File: src/rtl/gpio_chg_pkg.sv
package gpio_chg_pkg;
  localparam int ADDR_W = 3;

  typedef enum logic [ADDR_W-1:0] {
    RA_DIR = 3'd0,
    RA_LAT = 3'd1,
    RA_PIN = 3'd2,
    RA_CTL = 3'd3,
    RA_ANA = 3'd4
  } reg_addr_e;

  localparam int CTL_PUDIS = 0;
  localparam int CTL_IE    = 1;
  localparam int CTL_FLAG  = 2;
endpackage

File: src/rtl/gpio_sync.sv
module gpio_sync #(
  parameter int W = 8
) (
  input  logic         clk,
  input  logic         rst_n,
  input  logic [W-1:0] d_async,
  output logic [W-1:0] q_sync
);
  logic [W-1:0] stage1;

  always_ff @(posedge clk or negedge rst_n) begin
    if (!rst_n) begin
      stage1 <= '0;
      q_sync <= '0;
    end else begin
      stage1 <= d_async;
      q_sync <= stage1;
    end
  end
endmodule

File: src/rtl/gpio_regs.sv
module gpio_regs
  import gpio_chg_pkg::*;
#(
  parameter int W      = 8,
  parameter int CHG_LO = 4
) (
  input  logic              clk,
  input  logic              rst_n,
  input  logic [ADDR_W-1:0] addr,
  input  logic              wr,
  input  logic              rd,
  input  logic [W-1:0]      wdata,
  input  logic [W-1:0]      pin_sync,
  input  logic              flag,
  output logic [W-1:0]      dir,
  output logic [W-1:0]      lat,
  output logic [W-1:0]      ana,
  output logic              pudis,
  output logic              ie,
  output logic              port_acc,
  output logic              flag_clr,
  output logic [W-1:0]      rdata,
  output logic              rvalid
);
  localparam logic [W-1:0] ANA_RST = W'((1 << CHG_LO) - 1);

  reg_addr_e    ra;
  logic [W-1:0] rd_mux;

  assign ra       = reg_addr_e'(addr);
  assign port_acc = (wr || rd) && (ra == RA_PIN);
  assign flag_clr = wr && (ra == RA_CTL) && !wdata[CTL_FLAG];

  always_ff @(posedge clk or negedge rst_n) begin
    if (!rst_n) begin
      dir   <= '1;
      lat   <= '0;
      ana   <= ANA_RST;
      pudis <= 1'b1;
      ie    <= 1'b0;
    end else if (wr) begin
      case (ra)
        RA_DIR:  dir <= wdata;
        RA_LAT,
        RA_PIN:  lat <= wdata;
        RA_CTL: begin
          pudis <= wdata[CTL_PUDIS];
          ie    <= wdata[CTL_IE];
        end
        RA_ANA:  ana <= wdata;
        default: ;
      endcase
    end
  end

  always_comb begin
    rd_mux = '0;
    case (ra)
      RA_DIR: rd_mux = dir;
      RA_LAT: rd_mux = lat;
      RA_PIN: rd_mux = pin_sync & ~ana;
      RA_CTL: begin
        rd_mux[CTL_PUDIS] = pudis;
        rd_mux[CTL_IE]    = ie;
        rd_mux[CTL_FLAG]  = flag;
      end
      RA_ANA: rd_mux = ana;
      default: rd_mux = '0;
    endcase
  end

  always_ff @(posedge clk or negedge rst_n) begin
    if (!rst_n) begin
      rdata  <= '0;
      rvalid <= 1'b0;
    end else begin
      rvalid <= rd;
      if (rd) rdata <= rd_mux;
    end
  end
endmodule

File: src/rtl/gpio_chg_detect.sv
module gpio_chg_detect #(
  parameter int W      = 8,
  parameter int CHG_LO = 4
) (
  input  logic         clk,
  input  logic         rst_n,
  input  logic [W-1:0] pin_sync,
  input  logic [W-1:0] dir,
  input  logic [W-1:0] ana,
  input  logic         port_acc,
  input  logic         flag_clr,
  output logic         mismatch,
  output logic         flag
);
  logic [W-1:0] snap;
  logic [W-1:0] part;

  for (genvar i = 0; i < W; i++) begin : g_part
    if (i >= CHG_LO) begin : g_watch
      assign part[i] = dir[i] & ~ana[i];
    end else begin : g_skip
      assign part[i] = 1'b0;
    end
  end

  assign mismatch = |((pin_sync ^ snap) & part);

  always_ff @(posedge clk or negedge rst_n) begin
    if (!rst_n) begin
      snap <= '0;
      flag <= 1'b0;
    end else begin
      if (port_acc) snap <= pin_sync;
      if (mismatch)      flag <= 1'b1;
      else if (flag_clr) flag <= 1'b0;
    end
  end
endmodule

File: src/rtl/gpio_chg_port.sv
module gpio_chg_port
  import gpio_chg_pkg::*;
#(
  parameter int W      = 8,
  parameter int CHG_LO = 4
) (
  input  logic              clk,
  input  logic              rst_n,
  input  logic [ADDR_W-1:0] bus_addr,
  input  logic              bus_wr,
  input  logic              bus_rd,
  input  logic [W-1:0]      bus_wdata,
  output logic [W-1:0]      bus_rdata,
  output logic              bus_rvalid,
  input  logic [W-1:0]      pad_in,
  output logic [W-1:0]      pad_out,
  output logic [W-1:0]      pad_oe,
  output logic [W-1:0]      pull_en,
  output logic              irq_flag,
  output logic              wake
);
  logic [W-1:0] pin_sync, dir, lat, ana;
  logic         pudis, ie, port_acc, flag_clr, mismatch;

  gpio_sync #(.W(W)) u_sync (
    .clk(clk), .rst_n(rst_n), .d_async(pad_in), .q_sync(pin_sync)
  );

  gpio_regs #(.W(W), .CHG_LO(CHG_LO)) u_regs (
    .clk(clk), .rst_n(rst_n), .addr(bus_addr), .wr(bus_wr), .rd(bus_rd),
    .wdata(bus_wdata), .pin_sync(pin_sync), .flag(irq_flag),
    .dir(dir), .lat(lat), .ana(ana), .pudis(pudis), .ie(ie),
    .port_acc(port_acc), .flag_clr(flag_clr),
    .rdata(bus_rdata), .rvalid(bus_rvalid)
  );

  gpio_chg_detect #(.W(W), .CHG_LO(CHG_LO)) u_chg (
    .clk(clk), .rst_n(rst_n), .pin_sync(pin_sync), .dir(dir), .ana(ana),
    .port_acc(port_acc), .flag_clr(flag_clr),
    .mismatch(mismatch), .flag(irq_flag)
  );

  for (genvar i = 0; i < W; i++) begin : g_pad
    assign pad_oe[i]  = ~dir[i];
    assign pull_en[i] = ~pudis & dir[i];
  end

  assign pad_out = lat;
  assign wake    = irq_flag & ie;
endmodule

File: config.mk
export PLATFORM = sky130hd
export DESIGN_NAME = gpio_chg_port
export DESIGN_NICKNAME = d
export VERILOG_FILES = /design/src/rtl/gpio_chg_pkg.sv /design/src/rtl/gpio_sync.sv /design/src/rtl/gpio_regs.sv /design/src/rtl/gpio_chg_detect.sv /design/src/rtl/gpio_chg_port.sv
export SDC_FILE = /design/constraint.sdc
export NUM_CORES = 1
export LEC_CHECK = 0
export BUFFER_PORTS_ARGS = -buffer_cell sky130_fd_sc_hd__buf_2
export CAP_MARGIN = 20
export CORE_UTILIZATION = 36
export CTS_BUF_LIST = sky130_fd_sc_hd__clkbuf_4
export CTS_CLUSTER_DIAMETER = 150
export DETAILED_ROUTE_END_ITERATION = 8
export GPL_TIMING_DRIVEN = 0
export PLACE_DENSITY = 0.59
export SYNTH_ARGS = -nofsm -noshare
export SYNTH_HDL_FRONTEND = slang
export SYNTH_SLANG_ARGS = --single-unit
File: constraint.sdc
create_clock -name clk -period 1.71 [get_ports clk]
set_input_delay 0.171 -clock clk [delete_from_list [all_inputs] [get_ports clk]]
set_output_delay 0.171 -clock clk [all_outputs]
set_load 0.02 [all_outputs]
==> qor.yml <==
status: "finished, violations left"
violations: "design-rule violations"
vdd_drop_max_v: 0.0004117
clk_latency_ns: 0.37
power_density_mw_per_mm2: 1064
ant_nets: 0
yosysTopAreaCellShare_pct: 44.31
finalNetCount: 292
synth_area_leaders: "dfrtp_1, dfstp_2, mux2_2"
drt-pass1-iter-count: 6
finalSetupViolCount: 0
vias: 1773
relSlewSlack_pct: 56.42
io_pins: 58
ys_seq_area_share_pct: 58.37
final_util_pct: 46.39
numCtsBuffers: 5
diodes: 0
combinationalPowerShare_pct: 27.8
ys.warnings.count: 0
p_leak_nw: 1.364
synth.cells.most_frequent: "dfrtp_1, mux2_2, o21ai_0"
clkSinkCount: 56
arrival_ns: 1.88
clkPwrFrac_pct: 17.5
ys.flop_type: "dfrtp_1"
nFillCells: 629
final_layout_size_suffix_gt1_share_pct: 41.85
wirelength_mm: 5.804
drtIter0Drc: 111
rsz0062_at_grt: "no"
cp_cell_sequence: "dlygate4sd3_1, buf_2, buf_1, o2111a_1, mux2_2"
path_clk_slew_ns: 0.15
pwr-share-seq_pct: 54.8
syn_nets: 219
gr-usage-all-layers_pct: 18.08
grt_max_degree: 30
cts_buffer_depth: 2
p_int_mw: 2.119
synth_cell_types: 43
cp-end-kind: "flop"
cpPeakStageDelay_ns: 0.53
die_x_um: 84.14
fin_skew_ns: 0.008490
wl_per_cell_um: 16.73
switching_share_pct: 33.15
maxSlewViolCount: 0
gp_congestion: 0.7872
startpoint_type: "input pin"
die_h_um: 84.14
drc: 4
dp_hpwl_mm: 4.152
hold_viol: 0
timing_worst_setup_path_type: "input pin to flop"
syn_avg_cell_area_sq_um: 12.39
antenna_found_initial: 0
post-route-min-period_ns: 1.604
portBuffers: 56
path_max_fanout: 9
h-tree-depth: 2
hold_path.class: "input pin to flop"
rows: 29
p_switching_mw: 1.051
syn_inst: 196
worstPathRequired_ns: 1.98
hold_slack_ns: 0.01213
cts_root_buf: "clkbuf_4"
syn_area_sq_mm: 0.002429
async_reset_ff_share_pct: 100.0
grt_pass1_vias: 1824
register_area_sq_mm: 0.001418
ys_seq_elements: 56
timing.fmax_mhz: 623.6
multi_input_area_sq_um: 915.9
syn2layout_area_growth_pct: 22.67
vias_per_cell: 5.110
maxCapViolations: 0
synth-edff-count: 0
coreArea_sq_mm: 0.006422
post-route-period-util_pct: 93.78
synth.most_common_cell: "dfrtp_1"
cts_tree: "built"
gr-total-overflow: 0
floorplan.initialDensity_pct: 37.81
yosysTopAreaCell: "dfrtp_1"
critPathSlowestCell: "dlygate4sd3_1"
worst_slew_pin_slew_ns: 0.6537
grt_first_pass_wirelength_mm: 9.604
die_area_sq_mm: 0.007079
## layout make-up
type                    instances  share of cell area [%]
plain buffers                  10                   1.764
well taps                      77                   3.234
clock buffers                   5                   1.260
clock inverters                 3                  0.4620
flip-flops and latches         56                   47.59
inverters                      12                   1.512
repair buffers                 67                   13.44
multi-input cells             117                   30.74
## power groups by stage
stage / combinational [mW] / clock (mW) / sequential (mW)
floorplan: 0.497 / 0 / 1.79
global placement: 0.878 / 0 / 1.73
detailed placement: 0.897 / 0 / 1.74
CTS: 0.889 / 0.580 / 1.74
global route: 0.957 / 0.639 / 1.77
finish: 0.880 / 0.553 / 1.74
## timing repair
item	CTS	global route
setup buffers	0	0
resized for setup	0	3
endpoints found under the hold margin	29	0
endpoints found under the setup margin	9	3
hold buffers	10	0
## cell usage in the layout, fill, tap and decap left out, types with 2 or more instances in the layout
| cell | synthesis | layout |
|---|---|---|
| nand3b_1 | 2 | 2 |
| dfrtp_1 | 43 | 43 |
| clkbuf_1 | 4 | 2 |
| nor2b_1 | 7 | 7 |
| or3_1 | 2 | 2 |
| mux2_2 | 24 | 24 |
| buf_2 | 5 | 61 |
| inv_1 | 12 | 12 |
| nand2_1 | 11 | 11 |
| xnor2_1 | 4 | 4 |
| o221ai_1 | 2 | 2 |
| o22a_1 | 2 | 2 |
| dfstp_2 | 13 | 13 |
| dlygate4sd3_1 | 0 | 10 |
| nor4bb_1 | 2 | 2 |
| a31oi_1 | 2 | 2 |
| clkinv_2 | 0 | 2 |
| o21ai_0 | 14 | 14 |
| and2_1 | 2 | 2 |
| a22oi_1 | 2 | 2 |
| and3_1 | 2 | 2 |
| nand2b_1 | 3 | 3 |
| clkbuf_4 | 0 | 5 |
| mux2i_1 | 2 | 2 |
| nor2_1 | 11 | 11 |
| and3b_1 | 4 | 4 |
## critical path, delay by kind of cell
kind / cells / cell delay [ns]
buf+inv: 3 / 0.96
compound gates: 1 / 0.38
mux: 1 / 0.37
## flip-flops by register name, indices dropped and copies added, names as in the netlist, 4 cells and up
name,cells
u_regs.lat,8
u_regs.ana,8
u_regs.dir,8
u_chg.snap,4
u_sync.stage1,8
u_regs.rdata,8
u_sync.q_sync,8
## metal layers
layer / vias up / track usage (%) / wire length, um
met2: 50 / 29.66 / 2895
li1: 829 / - / -
met4: 0 / 7.994 / 104
met5: - / 0 / 0
met3: 8 / 2.753 / 299
met1: 886 / 23.89 / 2503
## per-stage QoR
| stage | area (sq um) | setup TNS, ns | instances | setup slack (ns) | power [mW] |
|---|---|---|---|---|---|
| finish | 2979 | 0 | 347 | 0.1063 | 3.170 |
| global route | 2979 | 0 | 347 | 0.05319 | 3.363 |
| detailed placement | 2825 | -0.02279 | 330 | -0.02112 | 2.640 |
| global placement | 2805 | 0 | 329 | 0.01641 | 2.612 |
| floorplan | 2429 | 0 | 196 | 0.2914 | 2.290 |
| CTS | 2973 | 0 | 347 | 0.08093 | 3.212 |
## final timing paths
| kind | slack [ns] | from | cells past startpoint | endpoint |
|---|---|---|---|---|
| setup / recovery | 0.11 | bus_rd | 5 | u_chg.snap[7]$_DFFE_PN0P_ |
| hold / removal | 0.01 | bus_wdata[5] | 3 | u_regs.dir[5]$_DFFE_PN1P_ |
| setup reg to reg | 0.29 | u_regs.pudis$_DFFE_PN1P_ | 3 | u_regs.rdata[0]$_DFFE_PN0P_ |
| hold reg to reg | 0.37 | u_sync.stage1[4]$_DFF_PN0_ | 0 | u_sync.q_sync[4]$_DFF_PN0_ |
| max in group asynchronous | 0.72 | rst_n | 3 | u_regs.pudis$_DFFE_PN1P_ |
| min in group asynchronous | 0.34 | rst_n | 2 | u_regs.rdata[3]$_DFFE_PN0P_ |
## cell families (layout without fill, tap and decap cells)
| family | after synthesis | count (layout) | share of synthesized area [%] |
|---|---|---|---|
| AO/OA/AOI/OAI | 32 | 32 | 9.119 |
| XOR/XNOR | 5 | 5 | 1.803 |
| buffers and inverters | 23 | 97 | 4.121 |
| flip-flops | 56 | 56 | 58.37 |
| multiplexers | 28 | 28 | 13.50 |
| AND/OR/NAND/NOR | 52 | 52 | 13.09 |
Note: power is estimated with default switching activity, not from simulation.
